**config.mk**
```make
export PLATFORM = sky130hd
export DESIGN_NAME = fail_pos_logger
export DESIGN_NICKNAME = d
export VERILOG_FILES = /design/src/rtl/fpl_pkg.sv /design/src/rtl/fpl_capture.sv /design/src/rtl/fpl_merge.sv /design/src/rtl/fail_pos_logger.sv
export SDC_FILE = /design/constraint.sdc
export NUM_CORES = 2
export LEC_CHECK = 0
export CELL_PAD_IN_SITES_DETAIL_PLACEMENT = 1
export CELL_PAD_IN_SITES_GLOBAL_PLACEMENT = 1
export CORE_MARGIN = 3
export CORE_UTILIZATION = 52
export CTS_CLUSTER_DIAMETER = 150
export DETAILED_ROUTE_END_ITERATION = 16
export DONT_BUFFER_PORTS = 1
export PLACE_DENSITY_LB_ADDON = 0.1
export SYNTH_ARGS = -nofsm -noshare
export SYNTH_HDL_FRONTEND = slang
export SYNTH_SLANG_ARGS = --single-unit
```
**constraint.sdc**
```tcl
create_clock -name clk -period 4.6 [get_ports clk]
set_input_delay 0.46 -clock clk [delete_from_list [all_inputs] [get_ports clk]]
set_output_delay 0.46 -clock clk [all_outputs]
set_load 0.005 [all_outputs]
```
**src/rtl/fpl_pkg.sv**
```systemverilog
package fpl_pkg;
    typedef enum logic [1:0] {
        CAP_IDLE  = 2'd0,
        CAP_ARMED = 2'd1,
        CAP_RUN   = 2'd2,
        CAP_DONE  = 2'd3
    } cap_phase_e;
endpackage

```
**src/rtl/fpl_capture.sv**
```systemverilog
module fpl_capture
    import fpl_pkg::*;
#(
    parameter int POS_W = 18,
    parameter int DEPTH = 64,
    localparam int AW    = $clog2(DEPTH),
    localparam int CNT_W = $clog2(DEPTH + 1)
) (
    input  logic             clk,
    input  logic             rst_n,
    input  logic             start,
    input  logic             en,
    input  logic             din,
    input  logic [AW-1:0]    rd_addr_a,
    input  logic [AW-1:0]    rd_addr_b,
    output logic [POS_W-1:0] rd_data_a,
    output logic [POS_W-1:0] rd_data_b,
    output logic [CNT_W-1:0] count,
    output logic             full
);
    localparam logic [POS_W-1:0] POS_MAX = {POS_W{1'b1}};

    typedef struct packed {
        cap_phase_e                   phase;
        logic                         en_prev;
        logic [POS_W-1:0]             pos;
        logic [CNT_W-1:0]             cnt;
        logic                         full;
        logic [DEPTH-1:0][POS_W-1:0]  mem;
    } cap_state_t;

    cap_state_t q, d;
    logic             take_bit;
    logic [POS_W-1:0] take_pos;

    always_comb begin
        d        = q;
        d.en_prev = en;
        take_bit = 1'b0;
        take_pos = q.pos;
        if (start) begin
            d.phase = CAP_ARMED;
            d.cnt   = '0;
            d.full  = 1'b0;
            d.pos   = '0;
        end else begin
            case (q.phase)
                CAP_ARMED: begin
                    if (en && !q.en_prev) begin
                        d.phase  = CAP_RUN;
                        take_bit = 1'b1;
                        take_pos = '0;
                        d.pos    = POS_W'(1);
                    end
                end
                CAP_RUN: begin
                    if (!en) begin
                        d.phase = CAP_DONE;
                    end else begin
                        take_bit = 1'b1;
                        if (q.pos != POS_MAX) d.pos = q.pos + 1'b1;
                    end
                end
                default: ;
            endcase
        end
        if (take_bit && din && take_pos != POS_MAX) begin
            if (q.cnt == CNT_W'(DEPTH)) begin
                d.full = 1'b1;
            end else begin
                d.mem[q.cnt[AW-1:0]] = take_pos;
                d.cnt = q.cnt + 1'b1;
            end
        end
    end

    always_ff @(posedge clk or negedge rst_n) begin
        if (!rst_n) begin
            q.phase   <= CAP_IDLE;
            q.en_prev <= 1'b0;
            q.pos     <= '0;
            q.cnt     <= '0;
            q.full    <= 1'b0;
            q.mem     <= '0;
        end else begin
            q <= d;
        end
    end

    assign rd_data_a = q.mem[rd_addr_a];
    assign rd_data_b = q.mem[rd_addr_b];
    assign count     = q.cnt;
    assign full      = q.full;

    a_r3_ascending: assert property (@(posedge clk) disable iff (!rst_n)
        (q.cnt >= CNT_W'(2)) |->
            (q.mem[AW'(q.cnt - CNT_W'(1))] > q.mem[AW'(q.cnt - CNT_W'(2))]));

    a_r4_done_quiet: assert property (@(posedge clk) disable iff (!rst_n)
        (q.phase == CAP_DONE && !start) |=> ($stable(q.cnt) && $stable(q.mem)));

    a_r5_full_sticky: assert property (@(posedge clk) disable iff (!rst_n)
        (q.full && !start) |=> q.full);

    a_r5_full_at_depth: assert property (@(posedge clk) disable iff (!rst_n)
        q.full |-> (q.cnt == CNT_W'(DEPTH)));

    a_r6_start_clears: assert property (@(posedge clk) disable iff (!rst_n)
        start |=> (q.cnt == '0 && !q.full));
endmodule

```
**src/rtl/fpl_merge.sv**
```systemverilog
module fpl_merge #(
    parameter int POS_W           = 18,
    parameter int DEPTH           = 64,
    parameter int FRAME_BITS      = 96,
    parameter int WORD_BITS       = 16,
    parameter int WORDS_PER_FRAME = 2,
    parameter int NUM_FRAMES      = 8,
    localparam int AW        = $clog2(DEPTH),
    localparam int CNT_W     = $clog2(DEPTH + 1),
    localparam int NUM_WORDS = NUM_FRAMES * WORDS_PER_FRAME,
    localparam int IDX_W     = $clog2(NUM_WORDS),
    localparam int WIDX_W    = $clog2(NUM_WORDS + 1),
    localparam int DATA_BITS = WORD_BITS * WORDS_PER_FRAME,
    localparam int TOTAL     = FRAME_BITS * NUM_FRAMES,
    localparam int OFF_W     = $clog2(FRAME_BITS),
    localparam int BIT_W     = $clog2(WORD_BITS)
) (
    input  logic                 clk,
    input  logic                 rst_n,
    input  logic                 go,
    input  logic [CNT_W-1:0]     fail_count,
    input  logic [POS_W-1:0]     log_data,
    input  logic [IDX_W-1:0]     rd_idx,
    output logic [AW-1:0]        log_addr,
    output logic                 busy,
    output logic [WORD_BITS-1:0] rd_word
);
    typedef struct packed {
        logic                                busy;
        logic [CNT_W-1:0]                    ptr;
        logic [POS_W-1:0]                    pos;
        logic [OFF_W-1:0]                    off;
        logic [BIT_W-1:0]                    bitn;
        logic [WIDX_W-1:0]                   widx;
        logic [NUM_WORDS-1:0][WORD_BITS-1:0] words;
    } mrg_state_t;

    mrg_state_t q, d;
    logic hit, in_data;

    always_comb begin
        d       = q;
        in_data = (q.off < OFF_W'(DATA_BITS));
        hit     = (q.ptr < fail_count) && (log_data == q.pos);
        if (go) begin
            d.busy  = 1'b1;
            d.ptr   = '0;
            d.pos   = '0;
            d.off   = '0;
            d.bitn  = BIT_W'(WORD_BITS - 1);
            d.widx  = '0;
            d.words = '0;
        end else if (q.busy) begin
            if (hit) begin
                d.ptr = q.ptr + 1'b1;
                if (in_data && q.widx < WIDX_W'(NUM_WORDS))
                    d.words[q.widx[IDX_W-1:0]][q.bitn] = 1'b1;
            end
            if (in_data) begin
                if (q.bitn == '0) begin
                    d.bitn = BIT_W'(WORD_BITS - 1);
                    d.widx = q.widx + 1'b1;
                end else begin
                    d.bitn = q.bitn - 1'b1;
                end
            end
            d.off = (q.off == OFF_W'(FRAME_BITS - 1)) ? '0 : q.off + 1'b1;
            d.pos = q.pos + 1'b1;
            if (q.pos == POS_W'(TOTAL - 1)) d.busy = 1'b0;
        end
    end

    always_ff @(posedge clk or negedge rst_n) begin
        if (!rst_n) begin
            q.busy  <= 1'b0;
            q.ptr   <= '0;
            q.pos   <= '0;
            q.off   <= '0;
            q.bitn  <= '0;
            q.widx  <= '0;
            q.words <= '0;
        end else begin
            q <= d;
        end
    end

    assign log_addr = q.ptr[AW-1:0];
    assign busy     = q.busy;
    assign rd_word  = q.words[rd_idx];

    a_r8_pad_quiet: assert property (@(posedge clk) disable iff (!rst_n)
        (q.busy && !go && q.off >= OFF_W'(DATA_BITS)) |=> $stable(q.words));

    a_r9_busy_hold: assert property (@(posedge clk) disable iff (!rst_n)
        (q.busy && !go && q.pos != POS_W'(TOTAL - 1)) |=> q.busy);

    a_r9_busy_ends: assert property (@(posedge clk) disable iff (!rst_n)
        (q.busy && !go && q.pos == POS_W'(TOTAL - 1)) |=> !q.busy);

    a_r7_idle_words: assert property (@(posedge clk) disable iff (!rst_n)
        (!q.busy && !go) |=> $stable(q.words));
endmodule

```
**src/rtl/fail_pos_logger.sv**
```systemverilog
module fail_pos_logger #(
    parameter int POS_W           = 18,
    parameter int DEPTH           = 64,
    parameter int FRAME_BITS      = 96,
    parameter int WORD_BITS       = 16,
    parameter int WORDS_PER_FRAME = 2,
    parameter int NUM_FRAMES      = 8,
    localparam int AW        = $clog2(DEPTH),
    localparam int CNT_W     = $clog2(DEPTH + 1),
    localparam int IDX_W     = $clog2(NUM_FRAMES * WORDS_PER_FRAME)
) (
    input  logic                 clk,
    input  logic                 rst_n,
    input  logic                 start,
    input  logic                 en,
    input  logic                 din,
    input  logic                 rebuild,
    input  logic [AW-1:0]        pos_rd_addr,
    input  logic [IDX_W-1:0]     rd_idx,
    output logic [POS_W-1:0]     pos_rd_data,
    output logic [CNT_W-1:0]     fail_count,
    output logic                 full,
    output logic                 busy,
    output logic [WORD_BITS-1:0] rd_word
);
    logic [AW-1:0]    merge_addr;
    logic [POS_W-1:0] merge_data;

    fpl_capture #(.POS_W(POS_W), .DEPTH(DEPTH)) u_capture (
        .clk       (clk),
        .rst_n     (rst_n),
        .start     (start),
        .en        (en),
        .din       (din),
        .rd_addr_a (pos_rd_addr),
        .rd_addr_b (merge_addr),
        .rd_data_a (pos_rd_data),
        .rd_data_b (merge_data),
        .count     (fail_count),
        .full      (full)
    );

    fpl_merge #(
        .POS_W(POS_W), .DEPTH(DEPTH), .FRAME_BITS(FRAME_BITS),
        .WORD_BITS(WORD_BITS), .WORDS_PER_FRAME(WORDS_PER_FRAME),
        .NUM_FRAMES(NUM_FRAMES)
    ) u_merge (
        .clk        (clk),
        .rst_n      (rst_n),
        .go         (rebuild),
        .fail_count (fail_count),
        .log_data   (merge_data),
        .rd_idx     (rd_idx),
        .log_addr   (merge_addr),
        .busy       (busy),
        .rd_word    (rd_word)
    );
endmodule

```
# After elaboration in Yosys (flattened, before gate mapping)
# Index checks and enable logic that the tools add are counted.
# word_totals
ram_bits,0
latch_bits,0
in_bits,16
mem_bits_ro,0
reg_bits,1479
elab_cells,191
mem_count,0
output_inout_bits,43
# op_classes
multipliers,0
addsub,7
mux,44
n_lt_le_gt_ge,12
n_reduce_logical,23
n_div,0
n_eq_ne,12
bitwise_logic,2
shifts,0
# ops
op,count
two-way mux 1160 bit,1
bitwise mux 1152 bit,1
two-way mux 1152 bit,1
two-way mux 298 bit,2
two-way mux 256 bit,2
bitwise OR 256 bit,1
binary-select mux 18 bit (select 6 bit),2
two-way mux 18 bit,10
demux 18 bit (select 6 bit),1
binary-select mux 16 bit (select 4 bit),1
demux 16 bit (select 4 bit),1
"adder 18 x 1 -> 18 bit, second input constant",2
"inequality test 18 bit, second input constant",2
case mux 18 bit (2 select lines),1
two-way mux 16 bit,2
"adder 7 x 1 -> 7 bit, second input constant",3
"< comparator 6 x 7 -> 1 bit, second input constant",3
two-way mux 7 bit,3
"== test 18 x 10 -> 1 bit, second input constant",1
== test 18 bit,1
"< comparator 4 x 5 -> 1 bit, second input constant",3
"== test 7 bit, second input constant",2
nonzero test 2 bit,5
two-way mux 9 bit,1
27 further kinds,48

# Longest topological paths before layout
# depth
ltp_word,11
ltp_mapped,18

# Hierarchy
# A second synthesis with hierarchy kept.
# unflattened
cells_unflattened,6348
hier_area_um2,75745.1
# modules_own_cells
mod,area_per_inst_um2,cells_per_inst,n_inst
fpl_capture,61958.2,5286,1
fpl_merge,13787.0,1062,1

# Worst setup path before layout
# Ideal clock, no wire load.
# synth_timing
path_kind,register -> register
start,reg u_merge.q (netlist bit u_merge.log_addr[1])
end,reg u_merge.q[112] in the netlist's numbering
required_time_ns,4.517
t_arrival_ns,3.853
path_stages_with_launch,17
path_buffers,6
setup_slack_ns,0.664
cell_sequence,dfrtp_1 > buf_2 > buf_2 > buf_2 > clkbuf_1 > clkbuf_1 > mux4_2 > a22oi_1 > nand3_1 > o2111ai_1 > nand3_1 > xnor2_1 > nand3_1 > nor4_4 > nand3_2 > buf_6 > o22ai_1
# synth_between
elab_chain_len,6
word_cells_on_any_way,7
classes_between,order compare (1); eq/ne (1); mux (2); reduce/logical (3)
# synth_lines
element,line,source
from (decl),fpl_merge.sv:38,"mrg_state_t q, d;"
binary-select mux 18 bit (select 6 bit),fpl_capture.sv:91,assign rd_data_b = q.mem[rd_addr_b];
two-way mux 18 bit (not written as such),fpl_capture.sv:91,
== test 18 bit,fpl_merge.sv:44,hit = (q.ptr < fail_count) && (log_data == q.pos);
logical AND 1 bit *,fpl_merge.sv:44,
nonzero test 2 bit (no source line) *,-,
AND reduction 3 bit (no source line) *,-,
# Mark *: on every way between the ends. The rest lies on a longest branch, timed or not. The select of a mux whose other input is x is not followed.
# A chain may end at the register's enable or synchronous reset.

# Worst setup path after layout
# layout_timing
start,reg u_merge.q (netlist bit u_merge.log_addr[3])
end,reg u_merge.q[95] in the netlist's numbering
# Same word-level chain as after synthesis.

==> results.md <==
* Status: complete, but fails checks
* Failing checks: negative hold slack
* Final hold vios at 32
* Vias in the first global route at 61190
* # IOs at 59
* Final #Nets at 6634
* Synth-to-Final Area Change at 11.07%
* Rel. slew slack at 0.2176
* Pins over their slew limit at 0
* Post-DRT Antenna Nets at 0
* CTS H-tree depth at 4
* Total GRT Usage at 0.3669
* RSZ-0062 raised after global routing: false
* Number of synthesized register bits at 1479
* Critical path origin: u_merge.log_addr[3]$_DFFE_PN0P_
* Via density at 6.709
* Setup TNS at 0 ps
* Post-DP HPWL at 166.7 mm
* Cells after Synth at 6732
* Max frequency at 217.9 MHz
* Worst min-delay path startpoint: rebuild
* # fillers at 14560
* Crit path arrival time at 5240 ps
* Final Skew at 32.05 ps
* Initial antenna violation count at 5
* Initial Util at 0.5275
* Clock-pin slew on the worst setup and hold paths at 60 ps
* Pwr/cell area at 333.3 mW/mm²
* Routed len/inst at 31.17 µm
* Hold Buf Count CTS at 38
* Die H at 386.1 µm
* Slew @ Worst Pin at 1174 ps
* Synth cell types at 73
* Startpoint types: flop
* Final non-filler cell area at 0.08346 mm²
* Worst Path Required at 5250 ps
* Post-synth EDFFs at 0
* Hold_ws at -100.7 ps
* Worst reg2reg startpoint: u_merge.log_addr[3]$_DFFE_PN0P_
* CTS tree: yes
* PortBufs at 0
* Vias at 57760
* Fin crit share at 0.9979
* Drc violations at 0
* Combined area of the multi-input logic cells at 0.03441 mm²
* Clock buffer depth at 3
* Register area at 0.03703 mm²
* Die ar. at 0.1491 mm²
* Inst Count DP at 8276
* Syn nets at 6770
* WS Path Type: reg2reg
* Sequential-to-total area share from yosys stat at 0.4926
* Leak pwr at 33.65 nW
* Initial DRC count at 5775
* Layout cells sized above 1 at 0.1918
* Worst Path Max Fanout at 18
* Post-Place Cell Area at 0.07752 mm²
* Layout Cells excl Fill at 8610
* Final setup fails at 0
* Largest net degree at the start of global routing at 307
* Power, Total at 0.02781 W
* WL final at 268.4 mm
* First-pass GRT wire length at 405.6 mm
* Fin crit period at 4590 ps
* Yosys warnings at 0
* Post-synthesis instance area at 0.07514 mm²
* Clk sink count at 1479
* Core area at 0.1424 mm²
* Pre-Repair DR Iteration Count at 5
* RD Place Congestion at 0.9194
* Worst vdd ir at 326.8 µV
* Crit end category: flop
* Total CTS buffers at 162
* Hold Crit Class: in2reg
* Root buffer cell: clkbuf_16
* Syn_area_per_cell at 11.16 µm²
* Die W at 386.1 µm
* Max Cap Violations at 0
* Dominant synthesized flop cell: dfrtp_1
* Ys async rst share at 1.000
* Grt ovf at 0
* # rows at 138
* Clk_lat worst skew at 800 ps
==> critical path, cell delays in order, from the launching register on <==
cell	delay [ps]
dfrtp_4	700
buf_12	240
nor2b_4	60
buf_12	160
a221oi_1	830
o21ai_0	380
a21oi_1	250
o31ai_1	190
xnor2_1	180
nand4b_1	220
or4_1	530
buf_4	270
o32ai_1	370
==> worst paths after layout <==
| path | to | slack [ps] | cells past startpoint |
|---|---|---|---|
| max in group asynchronous | async pin | 2690 | 4 |
| min in group asynchronous | async pin | 280 | 2 |
| hold reg to reg | flop | 500 | 2 |
| setup reg to reg | u_merge.q[95]$_DFFE_PN0P_ | 10 | 12 |
| setup / recovery | u_merge.q[95]$_DFFE_PN0P_ | 10 | 12 |
| hold / removal | u_merge.q[26]$_DFFE_PN0P_ | -100 | 1 |
==> stage by stage <==
stage | util | setup slack [ps]
global route | 0.5859 | 8.684
finish | 0.5859 | 9.821
CTS | 0.5844 | 27.87
global placement | 0.5442 | 166.4
floorplan | - | 663.9
detailed placement | 0.5442 | 54.50
==> where the power goes <==
group	internal, W	leakage [nW]	switching [W]
combinational	0.000622	10.4	0.000849
clock	0.00773	2.63	0.00554
sequential	0.0130	20.6	0.0000370
==> cells in the final DEF, fill, tap and decap left out, types with 48 or more instances in the layout <==
cell type  count
mux2i_1      211
buf_4        219
o22ai_1      248
a22oi_1       90
o21ai_0     1185
mux4_2       656
dfrtp_1     1473
a21oi_1       64
nand2_2       48
inv_1        275
nand2_1     1352
clkbuf_16    168
buf_12        50
nor2_1        79
==> cells by family after synthesis <==
kind of cell	share of synthesized area
flops	0.4926
buf+inv	0.05204
mux	0.2289
compound gates	0.1241
xor+xnor	0.005245
simple gates	0.09343
fa+ha+maj	0.003663
==> metal layers <==
layer / track usage / wire length (µm) / up-vias
li1: - / - / 23990
met1: 0.5011 / 108000 / 30560
met2: 0.5644 / 123200 / 2492
met3: 0.07948 / 22700 / 724
met4: 0.1746 / 14490 / 4
met5: 0 / 23 / -
==> timing repair <==
action / in CTS / in global routing
hold endpoints to repair: 410 / 263
setup endpoints to repair: 0 / 211
buffers inserted: 0 / 6
gates resized for setup: 0 / 11
==> layout make-up <==
cell class,count,area share
well taps,1890,0.02834
clock buffers,239,0.05714
flip-flops and latches,1479,0.4437
inverters,279,0.01255
clock inverters,48,0.007001
multi-input cells,4357,0.4124
diodes,1,0.00002998
repair buffers,317,0.03890
==> cell usage after synthesis, drive strengths merged (6+ instances only) <==
cell / n / area (µm²)
a211oi: 6 / 45.04
a21oi: 65 / 325.3
a221oi: 11 / 96.34
a22o: 17 / 148.9
a22oi: 90 / 675.7
a31oi: 6 / 37.54
and2: 9 / 56.30
and3: 13 / 81.33
buf: 158 / 1140
clkbuf: 459 / 1723
dfrtp: 1479 / 37010
ha: 22 / 275.3
inv: 276 / 1036
mux2: 14 / 157.7
mux2i: 211 / 2112
mux4: 662 / 14930
nand2: 1400 / 5255
nand2b: 21 / 131.4
nand3: 48 / 255.3
nand4: 23 / 143.9
nor2: 82 / 307.8
nor2b: 19 / 118.9
nor3: 34 / 170.2
nor4: 11 / 90.08
o21ai: 1185 / 5931
o22ai: 248 / 1551
o32ai: 16 / 140.1
or2: 9 / 56.30
or3: 16 / 100.1
xnor2: 20 / 175.2
xor2: 25 / 219.0
Note: power is estimated with default switching activity, not from simulation.
